===== src/rtl/fcamp_pkg.sv =====
package fcamp_pkg;
  localparam int NUM_IN     = 4;
  localparam int NUM_LINES  = 10;
  localparam int NUM_FAULTS = 2 * NUM_LINES;
  localparam int FID_W      = $clog2(NUM_FAULTS);
  localparam int LINE_W     = FID_W - 1;
  localparam int CNT_W      = $clog2(NUM_FAULTS + 1);
  localparam int RESP_W     = 2;

  typedef enum logic [1:0] {
    ST_IDLE  = 2'd0,
    ST_GOLD  = 2'd1,
    ST_FAULT = 2'd2,
    ST_DONE  = 2'd3
  } camp_state_t;
endpackage


===== src/rtl/fcamp_cut.sv =====
module fcamp_cut
  import fcamp_pkg::*;
(
  input  logic [NUM_IN-1:0] vec,
  input  logic              inj_en,
  input  logic [FID_W-1:0]  inj_id,
  output logic [RESP_W-1:0] resp
);
  logic [LINE_W-1:0]    line_id;
  logic                 stuck_val;
  logic [NUM_LINES-1:0] force_sel;
  logic [NUM_LINES-1:0] net;

  assign line_id   = inj_id[FID_W-1:1];
  assign stuck_val = inj_id[0];

  // one select variable per line; at most one is set at a time
  genvar g;
  generate
    for (g = 0; g < NUM_LINES; g++) begin : g_sel
      assign force_sel[g] = inj_en && (line_id == LINE_W'(g));
    end
  endgenerate

  // evaluate lines in topological order; each passes through its mux
  always_comb begin
    logic [NUM_LINES-1:0] v;
    v = '0;
    v[0] = force_sel[0] ? stuck_val : vec[0];
    v[1] = force_sel[1] ? stuck_val : vec[1];
    v[2] = force_sel[2] ? stuck_val : vec[2];
    v[3] = force_sel[3] ? stuck_val : vec[3];
    v[4] = force_sel[4] ? stuck_val : (v[0] & v[1]);
    v[5] = force_sel[5] ? stuck_val : (v[2] | v[3]);
    v[6] = force_sel[6] ? stuck_val : ~(v[4] & v[5]);
    v[7] = force_sel[7] ? stuck_val : (v[1] ^ v[2]);
    v[8] = force_sel[8] ? stuck_val : ~(v[7] | v[3]);
    v[9] = force_sel[9] ? stuck_val : (v[6] & v[8]);
    net = v;
  end

  assign resp = {net[9], net[6]};
endmodule


===== src/rtl/fcamp_store.sv =====
module fcamp_store
  import fcamp_pkg::*;
#(
  parameter int DEPTH = 16,
  localparam int AW   = $clog2(DEPTH)
) (
  input  logic              clk,
  input  logic              rst_n,
  input  logic              vwe,
  input  logic [AW-1:0]     vwaddr,
  input  logic [NUM_IN-1:0] vwdata,
  input  logic              rwe,
  input  logic [AW-1:0]     idx,
  input  logic [RESP_W-1:0] rwdata,
  output logic [NUM_IN-1:0] vec_out,
  output logic [RESP_W-1:0] ref_out
);
  logic [NUM_IN-1:0] vmem [DEPTH];
  logic [RESP_W-1:0] rmem [DEPTH];

  genvar g;
  generate
    for (g = 0; g < DEPTH; g++) begin : g_slot
      logic v_en, r_en;
      assign v_en = vwe && (vwaddr == AW'(g));
      assign r_en = rwe && (idx == AW'(g));
      always_ff @(posedge clk or negedge rst_n) begin
        if (!rst_n) begin
          vmem[g] <= '0;
          rmem[g] <= '0;
        end else begin
          if (v_en) vmem[g] <= vwdata;
          if (r_en) rmem[g] <= rwdata;
        end
      end
    end
  endgenerate

  assign vec_out = vmem[idx];
  assign ref_out = rmem[idx];
endmodule


===== src/rtl/fcamp_ctrl.sv =====
module fcamp_ctrl
  import fcamp_pkg::*;
#(
  parameter int DEPTH = 16,
  localparam int AW   = $clog2(DEPTH),
  localparam int NV_W = AW + 1
) (
  input  logic              clk,
  input  logic              rst_n,
  input  logic              start,
  input  logic [NV_W-1:0]   num_vecs,
  input  logic [RESP_W-1:0] resp,
  input  logic [RESP_W-1:0] ref_in,
  output logic              idle,
  output logic              busy,
  output logic              done,
  output logic              clear,
  output logic [AW-1:0]     vidx,
  output logic              inj_en,
  output logic [FID_W-1:0]  inj_id,
  output logic              ref_we,
  output logic              det_set
);
  camp_state_t      state_q, state_d;
  logic [AW-1:0]    vidx_q, vidx_d;
  logic [FID_W-1:0] fid_q, fid_d;
  logic [NV_W-1:0]  cnt_q, cnt_d, cnt_clamp;
  logic             en, last_vec, empty, mism;

  assign cnt_clamp = (num_vecs > NV_W'(DEPTH)) ? NV_W'(DEPTH) : num_vecs;
  assign empty     = (cnt_q == '0);
  assign last_vec  = ({1'b0, vidx_q} == (cnt_q - NV_W'(1)));
  assign mism      = (state_q == ST_FAULT) && !empty && (resp != ref_in);

  always_comb begin
    state_d = state_q;
    vidx_d  = vidx_q;
    fid_d   = fid_q;
    cnt_d   = cnt_q;
    case (state_q)
      ST_IDLE: if (start) begin
        state_d = ST_GOLD;
        vidx_d  = '0;
        fid_d   = '0;
        cnt_d   = cnt_clamp;
      end
      ST_GOLD: begin
        if (empty || last_vec) begin
          state_d = ST_FAULT;
          vidx_d  = '0;
        end else begin
          vidx_d = vidx_q + AW'(1);
        end
      end
      ST_FAULT: begin
        if (mism || empty || last_vec) begin
          vidx_d = '0;
          if (fid_q == FID_W'(NUM_FAULTS - 1)) state_d = ST_DONE;
          else                                 fid_d   = fid_q + FID_W'(1);
        end else begin
          vidx_d = vidx_q + AW'(1);
        end
      end
      default: state_d = ST_IDLE;
    endcase
  end

  assign en = (state_q != ST_IDLE) || start;

  always_ff @(posedge clk or negedge rst_n) begin
    if (!rst_n) begin
      state_q <= ST_IDLE;
      vidx_q  <= '0;
      fid_q   <= '0;
      cnt_q   <= '0;
    end else if (en) begin
      state_q <= state_d;
      vidx_q  <= vidx_d;
      fid_q   <= fid_d;
      cnt_q   <= cnt_d;
    end
  end

  assign idle    = (state_q == ST_IDLE);
  assign busy    = (state_q == ST_GOLD) || (state_q == ST_FAULT);
  assign done    = (state_q == ST_DONE);
  assign clear   = idle && start;
  assign vidx    = vidx_q;
  assign inj_en  = (state_q == ST_FAULT);
  assign inj_id  = fid_q;
  assign ref_we  = (state_q == ST_GOLD) && !empty;
  assign det_set = mism;

  // first injected cycle must follow the last reference cycle
  assert_gold_first_R2: assert property (@(posedge clk) disable iff (!rst_n)
    $rose(inj_en) |-> ($past(ref_we) || $past(empty)));
  assert_fid_range_R3: assert property (@(posedge clk) disable iff (!rst_n)
    inj_en |-> (inj_id < FID_W'(NUM_FAULTS)));
  assert_abort_restart_R5: assert property (@(posedge clk) disable iff (!rst_n)
    det_set |=> (vidx_q == '0));
  assert_done_pulse_R7: assert property (@(posedge clk) disable iff (!rst_n)
    done |=> (!done && !busy));
  assert_vidx_range_R10: assert property (@(posedge clk) disable iff (!rst_n)
    (busy && !empty) |-> ({1'b0, vidx_q} < cnt_q));
endmodule


===== src/rtl/fault_campaign.sv =====
module fault_campaign
  import fcamp_pkg::*;
#(
  parameter int VEC_DEPTH = 16,
  localparam int AW   = $clog2(VEC_DEPTH),
  localparam int NV_W = AW + 1
) (
  input  logic                  clk,
  input  logic                  rst_n,
  input  logic                  wr_en,
  input  logic [AW-1:0]         wr_addr,
  input  logic [NUM_IN-1:0]     wr_data,
  input  logic [NV_W-1:0]       num_vecs,
  input  logic                  start,
  output logic                  busy,
  output logic                  done,
  output logic [NUM_FAULTS-1:0] detected,
  output logic [CNT_W-1:0]      det_count,
  output logic [CNT_W-1:0]      fault_total
);
  logic rst_meta, rst_i;
  logic idle, clear, inj_en, ref_we, det_set;
  logic [AW-1:0]     vidx;
  logic [FID_W-1:0]  inj_id;
  logic [NUM_IN-1:0] vec;
  logic [RESP_W-1:0] resp, ref_r;
  logic [NUM_FAULTS-1:0] det_q, det_d;
  logic [CNT_W-1:0]      cnt_q, cnt_d;
  logic                  st_en;

  always_ff @(posedge clk or negedge rst_n) begin
    if (!rst_n) begin
      rst_meta <= 1'b0;
      rst_i    <= 1'b0;
    end else begin
      rst_meta <= 1'b1;
      rst_i    <= rst_meta;
    end
  end

  fcamp_ctrl #(.DEPTH(VEC_DEPTH)) u_ctrl (
    .clk(clk), .rst_n(rst_i), .start(start), .num_vecs(num_vecs),
    .resp(resp), .ref_in(ref_r), .idle(idle), .busy(busy), .done(done),
    .clear(clear), .vidx(vidx), .inj_en(inj_en), .inj_id(inj_id),
    .ref_we(ref_we), .det_set(det_set)
  );

  fcamp_store #(.DEPTH(VEC_DEPTH)) u_store (
    .clk(clk), .rst_n(rst_i), .vwe(wr_en && idle), .vwaddr(wr_addr),
    .vwdata(wr_data), .rwe(ref_we), .idx(vidx), .rwdata(resp),
    .vec_out(vec), .ref_out(ref_r)
  );

  fcamp_cut u_cut (.vec(vec), .inj_en(inj_en), .inj_id(inj_id), .resp(resp));

  always_comb begin
    det_d = det_q;
    cnt_d = cnt_q;
    if (clear) begin
      det_d = '0;
      cnt_d = '0;
    end else if (det_set) begin
      det_d[inj_id] = 1'b1;
      cnt_d = cnt_q + CNT_W'(1);
    end
  end

  assign st_en = clear || det_set;

  always_ff @(posedge clk or negedge rst_i) begin
    if (!rst_i) begin
      det_q <= '0;
      cnt_q <= '0;
    end else if (st_en) begin
      det_q <= det_d;
      cnt_q <= cnt_d;
    end
  end

  assign detected    = det_q;
  assign det_count   = cnt_q;
  assign fault_total = CNT_W'(NUM_FAULTS);

  assert_count_match_R8: assert property (@(posedge clk) disable iff (!rst_i)
    det_count == CNT_W'($countones(detected)));
  assert_no_overflow_R8: assert property (@(posedge clk) disable iff (!rst_i)
    det_count <= CNT_W'(NUM_FAULTS));
  assert_flags_hold_R8: assert property (@(posedge clk) disable iff (!rst_i)
    busy |=> ((detected & $past(detected)) == $past(detected)));
endmodule


===== config.mk =====
export PLATFORM = sky130hd
export DESIGN_NAME = fault_campaign
export DESIGN_NICKNAME = d
export VERILOG_FILES = /design/src/rtl/fcamp_pkg.sv /design/src/rtl/fcamp_cut.sv /design/src/rtl/fcamp_store.sv /design/src/rtl/fcamp_ctrl.sv /design/src/rtl/fault_campaign.sv
export SDC_FILE = /design/constraint.sdc
export NUM_CORES = 1
export LEC_CHECK = 0
export ABC_CLOCK_PERIOD_IN_PS = 5240
export BUFFER_PORTS_ARGS = -buffer_cell sky130_fd_sc_hd__buf_2
export CORE_ASPECT_RATIO = 1.1
export CORE_MARGIN = 1
export CORE_UTILIZATION = 40
export CTS_BUF_LIST = sky130_fd_sc_hd__clkbuf_8
export CTS_CLUSTER_DIAMETER = 40
export DETAILED_ROUTE_END_ITERATION = 7
export PLACE_DENSITY = 0.59
export SYNTH_ARGS = -nofsm -noshare
export SYNTH_HDL_FRONTEND = slang
export SYNTH_HIERARCHICAL = 1
export SYNTH_SLANG_ARGS = --single-unit

===== constraint.sdc =====
create_clock -name clk -period 5.24 [get_ports clk]
set_input_delay 0 -clock clk [delete_from_list [all_inputs] [get_ports clk]]
set_output_delay 0 -clock clk [all_outputs]
set_load 0.01 [all_outputs]

==> run metrics, run 1 <==
outcome=finished, final reports clean; Final setup viols=0; Worst-Margin Slew=780.2 ps; CP Cell Sequence=mux4_2 -> a22oi_1 -> nand2_1 -> mux2_1 -> a2111oi_0 -> a211oi_1 -> a31oi_1 -> o22a_1 -> xnor2_1 -> nand2_1 -> nor3b_1 -> buf_4 -> or3b_1 -> o22ai_1; reg-to-reg slack, setup=880 ps; total vias in the final route=4873; effective utilization at floorplan=40.84%; number of remaining DRC errors=0; largest area contributor in the synthesized netlist=dfrtp_1; pin count of the biggest net entering global routing=55; row cnt=51; cell class contributing the biggest share of worst-path delay=compound AO/OA/AOI/OAI gates; CTS Hold Bufs=12; Critical Path RT=5610 ps; yosys warns=6; total wire length after detailed routing=15.61 mm; core footprint=17740 um2; final number of hold-violating endpoints=0; number of DRC markers in iteration 0=193; type of the tightest min-delay check=in -> reg; net count reported at finish=669; fraction of final layout cells sized beyond drive strength 1=34.60%; Tcrit/Tclk final=83.24%; DRT met1 WL=6.941 mm; WP buf/inv=1; number of antenna violations at the first check in global routing=0; number of placed I/O pins=49; met3 WL post-DR=484 um; # fillers=1662; Num CTS Buffers=17; top cells by area, synth=dfrtp_1 48%, mux2_2 15%, mux4_2 7.5%; EDFF count, synth=0; top routing layer in use=met4; Avg Inst Size Synth=12.28 um2; post-layout instance area=8140 um2; Unique masters post-synth=72; first-pass GRT wire length=25.27 mm; # diodes=0; max-cap viol count=0; Async S/R FF share, synth=100.0%; die span in x=130.3 um; final routed wire length divided by cell count=17.46 um; area growth from synthesis to layout=12.35%; cell area reported after detailed placement=7657 um2; clock sink count=139; unrepaired setup endpoints after global routing=no; WP data arrival=4730 ps; Max-slew headroom=47.98%; startpoint of the most critical register-to-register path=u_ctrl/vidx[0]; leftover overflow at the end of global routing=0; DIE AREA=18660 um2; cell depth of the worst setup path=14; most used cell, CP=nand2_1; sequential area share after synthesis=48.01%; vias per cell=5.451; cell area after synthesis=7246 um2; count of input and output buffers=43; Clock Latency Late Sink=460 ps; endpoint of the worst register-to-register path=detected[12]; Total Negative Setup Slacks=0 ps; time the final worst path needs with I/O delays and setup=4362 ps; power density over the cells=496.2 nW/um2; gpl congestion=0.7802; worst vdd ir=224.8 uV; highest clock frequency the design can meet=0.2293 GHz; end point of the worst hold path=u_store/vmem[23]; crit start category=flip-flop; flops & latches, synth=139; setup slack of the critical path after layout=878.0 ps; delay of the slowest critical-path stage=740 ps; buffer cell driving the clock tree root=clkbuf_8; estimated wirelength of the detail-placed design=10.61 mm; DRT antenna net count=0; most common flop cell mapped by yosys=dfrtp_1; largest buffer count on any clock path=2; worst setup slack before clock tree synthesis=886.8 ps; vias in the first global route=4863; startpoint of the worst hold path=wr_data[3]; worst hold path cell count=2; clock input transition at the sequential cells of the worst setup and hold paths=80 ps; leakage power=3.590 nW; fraction of the core area covered by cells at the end of the flow=45.89%; H-tree depth=4; number of instances in the synthesized netlist=590; DR pass1 iterations=4; wire length on met2=7.902 mm; class of the most critical setup path=reg -> reg; Yosys top cell area share=48.01%; All-Layer GR Usage=18.11%; Post-CTS Repair Setup Buffers=0; TritonCTS clock tree=yes; CP endpoint kind=flip-flop; Worst Path Max Fanout=17; Worst path slowest cell=dfrtp_2; die height=143.2 um; final setup skew=8.502 ps; R2R cell count=14; max-slew violation total from the final report=0; post-cts repair resize count=0
==> kinds of logic after synthesis <==
family | share of synthesized area [%]
AND/OR/NAND/NOR | 12.47
flip-flops | 48.01
multiplexers | 23.71
AO/OA/AOI/OAI | 8.444
buffers and inverters | 4.058
XOR/XNOR | 1.658
adder cells (fa/ha/maj) | 1.554
other | 0.1036
==> registers in the layout, summed over array words and instances, names as in the netlist, 2 cells and up <==
| signal | cells |
|---|---|
| det_count | 5 |
| detected | 20 |
| u_ctrl/cnt_q | 5 |
| u_ctrl/inj_id | 5 |
| u_ctrl/state_q | 2 |
| u_ctrl/vidx | 4 |
| u_store/rmem | 32 |
| u_store/vmem | 64 |
==> layout make-up <==
cell class	count	area (um2)	area share, %
clock buffer	17	234.0	2.874
clock inverter	15	128.9	1.583
inverter	30	112.6	1.383
multi-input combinational	392	3488	42.85
sequential	139	3483	42.79
tap	238	297.8	3.658
timing repair buffer	63	395.4	4.857
==> Yosys cell counts (5+ instances only) <==
cell        n
dfrtp_1   139
mux2_2     99
nor2_1     37
nand2_1    31
inv_1      30
mux4_2     24
buf_2      13
nand2b_1   13
o21ai_0    13
a22oi_1    12
o22ai_1    12
clkbuf_1   11
nand3b_1   10
nor3_1     10
ha_1        9
nand3_1     9
xnor2_1     9
o22ai_2     8
or3_1       6
buf_4       5
==> power breakdown <==
group | leakage [nW] | switching, W | internal, W
Sequential | 1.84 | 0.000272 | 0.00140
Combinational | 1.58 | 0.000773 | 0.000794
Clock | 0.171 | 0.000432 | 0.000372
==> metal layers <==
metal / global-route usage (%) / vias to the layer above
met4: 6.671 / 0
met1: 22.24 / 2507
met3: 3.784 / 19
li1: - / 2264
met2: 31.08 / 83
met5: 0 / -
==> worst max-delay path by stage <==
stage          slack (ps)            to           start
2_1_floorplan        1080  det_count[0]           rst_i
3_3_place_gp          950  detected[12]  u_ctrl/vidx[0]
3_5_place_dp          890  detected[12]  u_ctrl/vidx[0]
4_1_cts               830  detected[12]  u_ctrl/vidx[0]
5_1_grt               380  detected[12]  u_ctrl/vidx[0]
6_report              880  detected[12]  u_ctrl/vidx[0]
==> worst reg2reg max path: stages (launching register included) <==
cell,delay [ps]
dfrtp_2,740
mux4_2,590
a22oi_1,200
nand2_1,160
mux2_1,330
a2111oi_0,410
a211oi_1,90
a31oi_1,250
o22a_1,220
xnor2_1,90
nand2_1,80
nor3b_1,240
buf_4,250
or3b_1,460
o22ai_1,170
==> stage by stage <==
step / hold WS (ps) / total power [W] / cells
final: 26.22 / 0.004039 / 894
after CTS: 8.826 / 0.004074 / 894
after global routing: 21.22 / 0.004313 / 894
after floorplan: -295.6 / 0.002859 / 594
after global placement: -213.9 / 0.003191 / 850
after detailed placement: -214.2 / 0.003248 / 850
==> placed cells by master, fill, tap and decap left out, types with 4 or more instances in the layout <==
| cell | count |
|---|---|
| a21oi_1 | 4 |
| a22oi_1 | 12 |
| a31oi_1 | 4 |
| buf_2 | 43 |
| buf_4 | 8 |
| clkbuf_8 | 17 |
| clkinvlp_4 | 6 |
| conb_1 | 6 |
| dfrtp_1 | 137 |
| dlygate4sd3_1 | 12 |
| ha_1 | 9 |
| inv_1 | 31 |
| mux2_2 | 99 |
| mux2i_1 | 4 |
| mux4_2 | 24 |
| nand2_1 | 31 |
| nand2b_1 | 13 |
| nand3_1 | 9 |
| nand3b_1 | 10 |
| nor2_1 | 37 |
| nor3_1 | 10 |
| nor3b_1 | 4 |
| o21ai_0 | 13 |
| o22ai_1 | 12 |
| o22ai_2 | 8 |
| or3_1 | 6 |
| xnor2_1 | 9 |
Power figures use the tool's default switching activity.
==> inputs of run 2 (changes only) <==
--- a/config.mk
+++ b/config.mk
@@ -5,7 +5,8 @@
 export SDC_FILE = /design/constraint.sdc
 export NUM_CORES = 1
 export LEC_CHECK = 0
-export ABC_CLOCK_PERIOD_IN_PS = 5240
+export ABC_AREA = 1
+export ABC_CLOCK_PERIOD_IN_PS = 3730
 export BUFFER_PORTS_ARGS = -buffer_cell sky130_fd_sc_hd__buf_2
 export CORE_ASPECT_RATIO = 1.1
 export CORE_MARGIN = 1
@@ -13,7 +14,7 @@
 export CTS_BUF_LIST = sky130_fd_sc_hd__clkbuf_8
 export CTS_CLUSTER_DIAMETER = 40
 export DETAILED_ROUTE_END_ITERATION = 7
-export PLACE_DENSITY = 0.59
+export PLACE_DENSITY = 0.61
 export SYNTH_ARGS = -nofsm -noshare
 export SYNTH_HDL_FRONTEND = slang
 export SYNTH_HIERARCHICAL = 1
==> constraint.sdc (replaced) <==
create_clock -name clk -period 3.73 [get_ports clk]
set_input_delay 0 -clock clk [delete_from_list [all_inputs] [get_ports clk]]
set_output_delay 0 -clock clk [all_outputs]
set_load 0.01 [all_outputs]
==> run 2 against run 1 <==
Critical path depth grew 12. Clock-buffer cell count is the same. Register-to-register slack lost 250 ps.
==> run metrics, run 2 <==
outcome=finished, final reports clean; final number of hold-violating endpoints=0; top cells by area, synth=dfrtp_1 47%, nand2_1 22%, nor2_1 4.3%; Critical Path RT=4090 ps; total vias in the final route=6409; cell area after synthesis=7460 um2; share of cell area taken by muxes after synthesis=0%; most used standard cells in the synthesized netlist=444 x nand2_1, 139 x dfrtp_1, 86 x nor2_1; CP endpoint kind=flip-flop; Yosys top cell area share=46.63%; WP buf/inv=4; first-pass GRT wire length=29.68 mm; number of DRC markers in iteration 0=430; Worst Path Max Fanout=55; clock sink count=139; count of input and output buffers=43; pin count of the biggest net entering global routing=62; Largest Register=u_store/vmem; most common cell after layout, fill and taps aside=nand2_1; max-cap viol count=0; Num CTS Buffers=17; met3 WL post-DR=511 um; highest clock frequency the design can meet=0.3224 GHz; startpoint of the most critical register-to-register path=u_ctrl/vidx[0]; wire length on met2=8.285 mm; # fillers=1908; Worst-Margin Slew=837.1 ps; top routing layer in use=met4; largest area contributor in the synthesized netlist=dfrtp_1; net count reported at finish=1106; Async S/R FF share, synth=100.0%; number of flip-flops in the largest register=64; Final setup viols=0; sequential area share after synthesis=46.63%; unrepaired setup endpoints after global routing=no; DRT antenna net count=0; vias in the first global route=6151; cell area reported after detailed placement=7821 um2; # diodes=0; DRT met1 WL=8.161 mm; TritonCTS clock tree=yes; most used cell, CP=nand2_1; estimated wirelength of the detail-placed design=11.37 mm; startpoint of the worst hold path=wr_addr[2]; WP data arrival=3460 ps; fraction of final layout cells sized beyond drive strength 1=11.62%; number of instances in the synthesized netlist=1023; endpoint of the worst register-to-register path=detected[0]; DR pass1 iterations=5; clock input transition at the sequential cells of the worst setup and hold paths=80 ps; area share of fa/ha/maj cells after synthesis=1.510%; die height=145.2 um; Synth Area in Compound Gates=9.594%; number of placed I/O pins=49; Synth Area in Simple Gates=34.00%; Synth Area in XOR/XNOR=0.4696%; H-tree depth=4; All-Layer GR Usage=19.31%; die span in x=132.2 um; crit start category=flip-flop; Unique masters post-synth=38; most common flop cell mapped by yosys=dfrtp_1; setup slack of the critical path after layout=627.9 ps; leakage power=4.335 nW; reg-to-reg slack, setup=630 ps; Max-slew headroom=44.19%; vias per cell=4.797; DIE AREA=19200 um2; Avg Inst Size Synth=7.292 um2; total wire length after detailed routing=17.26 mm; gpl congestion=0.8461; yosys warns=6; final setup skew=9.701 ps; buffer cell driving the clock tree root=clkbuf_8; delay of the slowest critical-path stage=510 ps; worst setup slack before clock tree synthesis=653.8 ps; worst vdd ir=371.4 uV; row cnt=52; end point of the worst hold path=u_store/vmem[39]; max-slew violation total from the final report=0; largest family of logic cells by synthesized area=simple AND/OR/NAND/NOR gates; worst hold path cell count=5; Clock Latency Late Sink=440 ps; Total Negative Setup Slacks=0 ps; Tcrit/Tclk final=83.17%; final routed wire length divided by cell count=12.92 um; type of the tightest min-delay check=in -> reg; area growth from synthesis to layout=12.83%; post-layout instance area=8417 um2; EDFF count, synth=0; largest buffer count on any clock path=2; leftover overflow at the end of global routing=0; time the final worst path needs with I/O delays and setup=3102 ps; cell with the most instances after synthesis=nand2_1; number of remaining DRC errors=0; flops & latches, synth=139; cell class contributing the biggest share of worst-path delay=simple AND/OR/NAND/NOR gates; effective utilization at floorplan=40.66%; overall power of the completed layout=0.005933 W; Worst path slowest cell=buf_4; power density over the cells=704.9 nW/um2; commonest cells after routing, fill and taps aside=444 x nand2_1, 137 x dfrtp_1, 86 x nor2_1; R2R cell count=26; post-cts repair resize count=0; core footprint=18350 um2; class of the most critical setup path=reg -> reg; number of antenna violations at the first check in global routing=0
[run 2: cell count changes in the layout (fill, tap and decap cells not counted), sizes merged, moves of 9 or more]
| cell | before | now |
|---|---|---|
| nand3 | 9 | 42 |
| nor2 | 37 | 101 |
| mux4 | 24 | 0 |
| nand3b | 10 | 1 |
| inv | 32 | 96 |
| a21oi | 4 | 64 |
| mux2 | 101 | 0 |
| a22oi | 12 | 0 |
| nand2b | 13 | 0 |
| nand2 | 31 | 450 |
| o22ai | 20 | 2 |
| o21ai | 14 | 67 |
[run 2: power breakdown]
group,switching [W],total [W],internal [W]
Combinational,0.00150,0.00228,0.000773
Clock,0.000612,0.00134,0.000729
Sequential,0.000335,0.00232,0.00198
[run 2: what timing repair did]
item,CTS,global route
setup buffers,0,0
endpoints found under the setup margin,0,0
hold endpoints to repair,19,0
hold buffers,16,0
[run 2: how the worst max path moves through the flow]
stage                         from            to  slack (ps)  cells after the start
floorplan           u_ctrl/vidx[1]  detected[10]        1100                     27
global placement    u_ctrl/vidx[0]   detected[0]         720                     26
detailed placement  u_ctrl/vidx[0]   detected[0]         650                     26
CTS                 u_ctrl/vidx[0]   detected[0]         620                     26
global route        u_ctrl/vidx[0]  detected[11]         130                     26
finish              u_ctrl/vidx[0]   detected[0]         630                     26
[run 2: routing by layer]
layer	GRT usage (%)	vias up
met4	6.839	0
met2	32.35	100
met5	0	-
met3	3.669	20
li1	-	3300
met1	24.84	2989
[run 2: layout make-up]
cell class | count | area (um2) | area share (%)
multi-input cells | 764 | 3422 | 40.66
flip-flops and latches | 139 | 3483 | 41.39
repair buffers | 65 | 420.4 | 4.995
clock buffers | 17 | 234.0 | 2.780
clock inverters | 15 | 201.4 | 2.393
well taps | 243 | 304.0 | 3.612
inverters | 93 | 351.6 | 4.177
[run 2: worst register-to-register path, stage by stage (launching register included)]
cell     delay, ps
dfrtp_2        390
buf_4          510
nand2_1        150
nand2_1        100
nand2_1         50
nand2_1         90
nand2_1         60
nand2_1         70
inv_1           30
nand2_1         80
inv_1           40
nand2_1         60
nand2_1         70
nand2_1         70
nand3_1         60
nand2_1         60
nand2_1         60
nand3_2         70
nand2_2         60
nand2_1         60
nand2_1         70
a21oi_1        140
buf_4          180
nand2_1        100
nor2_2         170
nand2_1         80
a21oi_1        140
[run 2: logic make-up after synthesis]
family                     after synthesis
and+or+nand+nor                        608
DFF                                    139
AOI/OAI and AO/OA                      137
buffers and inverters                  124
adders and majority gates                9
xor gates and xnor gates                 4
other                                    2
[run 2: stage by stage]
step           cells  util [%]  hold WS [ps]
2_1_floorplan   1027         -        -295.6
3_3_place_gp    1288     42.63        -215.0
3_5_place_dp    1288     42.63        -210.4
4_1_cts         1336     45.87         55.60
5_1_grt         1336     45.87         82.59
6_report        1336     45.87         90.08
==> inputs of run 3 (changes only) <==
--- a/config.mk
+++ b/config.mk
@@ -6,7 +6,7 @@
 export NUM_CORES = 1
 export LEC_CHECK = 0
 export ABC_AREA = 1
-export ABC_CLOCK_PERIOD_IN_PS = 3730
+export ABC_CLOCK_PERIOD_IN_PS = 3170
 export BUFFER_PORTS_ARGS = -buffer_cell sky130_fd_sc_hd__buf_2
 export CORE_ASPECT_RATIO = 1.1
 export CORE_MARGIN = 1
@@ -14,7 +14,7 @@
 export CTS_BUF_LIST = sky130_fd_sc_hd__clkbuf_8
 export CTS_CLUSTER_DIAMETER = 40
 export DETAILED_ROUTE_END_ITERATION = 7
-export PLACE_DENSITY = 0.61
+export PLACE_DENSITY = 0.59
 export SYNTH_ARGS = -nofsm -noshare
 export SYNTH_HDL_FRONTEND = slang
 export SYNTH_HIERARCHICAL = 1
==> constraint.sdc (replaced) <==
create_clock -name clk -period 3.17 [get_ports clk]
set_input_delay 0 -clock clk [delete_from_list [all_inputs] [get_ports clk]]
set_output_delay 0 -clock clk [all_outputs]
set_load 0.01 [all_outputs]
==> run 3 against run 2 <==
Final area increased by 2.1%. Maximum frequency grew 7.0%. Non-clock buffer count rose by 15. Worst hold slack worse by 9.6 ps. Sequential share of layout area shrank 0.84 points.
==> run metrics, run 3 (synthesis gave the netlist of run 2 again) <==
outcome=finished, final reports clean; gpl congestion=0.8193; final routed wire length divided by cell count=13.15 um; row cnt=52; effective utilization at floorplan=40.66%; final number of hold-violating endpoints=0; Worst Path Max Fanout=14; number of flip-flops in the largest register=64; vias per cell=4.726; leakage power=4.411 nW; estimated wirelength of the detail-placed design=11.75 mm; # diodes=0; unrepaired setup endpoints after global routing=yes; Worst path slowest cell=dfrtp_2; total vias in the final route=6389; max-slew violation total from the final report=0; area growth from synthesis to layout=15.16%; cell-internal power=0.004065 W; Critical Path RT=3550 ps; type of the tightest min-delay check=in -> reg; placed cell count=1296; net count reported at finish=1122; number of DRC markers in iteration 0=338; buffer cell driving the clock tree root=clkbuf_8; largest buffer count on any clock path=2; number of antenna violations at the first check in global routing=0; clock input transition at the sequential cells of the worst setup and hold paths=80 ps; reported net switching power=0.003009 W; share of total power in the clock network=20.4%; clock sink count=139; endpoint of the worst register-to-register path=detected[6]; class of the most critical setup path=reg -> reg; pin count of the biggest net entering global routing=48; number of placed I/O pins=49; Num CTS Buffers=17; worst hold path cell count=4; reg-to-reg slack, setup=270 ps; count of input and output buffers=43; power density over the cells=823.4 nW/um2; vias in the first global route=6321; startpoint of the worst hold path=wr_addr[3]; most used cell, CP=nand2_1; fraction of the core area covered by cells at the end of the flow=46.82%; Worst-Margin Slew=647.0 ps; Largest Register=u_store/vmem; TritonCTS clock tree=yes; total wire length after detailed routing=17.78 mm; All-Layer GR Usage=19.76%; fraction of final layout cells sized beyond drive strength 1=13.62%; leftover overflow at the end of global routing=0; die span in x=132.2 um; delay of the slowest critical-path stage=500 ps; Switching Share=42.54%; final setup skew=10.36 ps; Final setup viols=0; CP endpoint kind=flip-flop; most common cell after layout, fill and taps aside=nand2_1; WP data arrival=3280 ps; startpoint of the most critical register-to-register path=u_ctrl/vidx[0]; worst vdd ir=329.6 uV; end point of the worst hold path=u_store/vmem[60]; DR pass1 iterations=5; part of the power in combinational logic=41.3%; number of remaining DRC errors=0; first-pass GRT wire length=30.55 mm; commonest cells after routing, fill and taps aside=443 x nand2_1, 137 x dfrtp_1, 86 x nor2_1; setup slack of the critical path after layout=271.8 ps; max-cap viol count=0; Max-slew headroom=56.82%; Clock Latency Late Sink=450 ps; Tcrit/Tclk final=91.43%; core footprint=18350 um2; H-tree depth=4; R2R cell count=28; share of power burned in registers=38.4%; filler-free cell count of the finished design=1352; highest clock frequency the design can meet=0.3450 GHz; DIE AREA=19200 um2; die height=145.2 um; time the final worst path needs with I/O delays and setup=2898 ps; worst setup slack before clock tree synthesis=223.5 ps; Worst Hold Margin=80.53 ps; crit start category=flip-flop; DRT antenna net count=0
## run 3: changes by cell type in the layout (fill, tap and decap cells not counted), moves of 3 or more
cell	change
buf_4	+11
inv_1	-4
inv_6	+4
buf_12	+3
bufinv_16	-3
nor2_2	-3
nor2_4	+3
## run 3: final cells by class
cell class	count	area (um2)
Timing Repair Buffer	80	588.1
Inverter	93	361.6
Timing Repair inverter	1	8.758
Tap cell	243	304.0
Clock buffer	19	261.5
Sequential cell	139	3483
Clock inverter	13	133.9
Multi-Input combinational cell	764	3450
Fill cell	1929	9757
## run 3: power groups by stage
stage / Clock (W) / Combinational [W] / Sequential (W)
floorplan: 0 / 0.00211 / 0.00267
global placement: 0 / 0.00269 / 0.00274
detailed placement: 0 / 0.00272 / 0.00275
CTS: 0.00149 / 0.00277 / 0.00272
global route: 0.00155 / 0.00337 / 0.00279
finish: 0.00144 / 0.00292 / 0.00271
## run 3: critical path, delay by kind of cell (launching register included)
kind / cells / cell delay, ps
AND/OR/NAND/NOR: 20 / 1360
flip-flops: 1 / 500
buffers and inverters: 6 / 710
AO/OA/AOI/OAI: 2 / 250
## run 3: routing by layer
metal  up-vias  track usage (%)  routed length, um
li1       3332                -                  -
met1      2942            25.87               8489
met2        97            33.12               8563
met3        18            3.809                516
met4         0            5.747                214
met5         -                0                  0
## run 3: how the worst max path moves through the flow
stage	startpoint	endpoint	slack [ps]
global route	u_ctrl/vidx[0]	detected[10]	-40
detailed placement	u_ctrl/vidx[0]	detected[4]	220
finish	u_ctrl/vidx[0]	detected[6]	270
global placement	u_ctrl/vidx[0]	detected[4]	300
floorplan	u_ctrl/vidx[1]	detected[10]	540
CTS	u_ctrl/vidx[0]	detected[4]	210
## run 3: stage by stage
step	instance area (um2)	power (W)	setup TNS, ps
after floorplan	7476	0.004786	0
after global placement	7906	0.005434	0
after detailed placement	7906	0.005468	0
after CTS	8462	0.006969	0
after global routing	8591	0.007712	-147.4
final	8591	0.007074	0
## run 3: repair_timing
action / CTS / global route
endpoints found under the setup margin: 0 / 24
hold endpoints to repair: 19 / 0
buffers inserted: 0 / 6
hold buffers: 16 / 0
resized for setup: 0 / 12
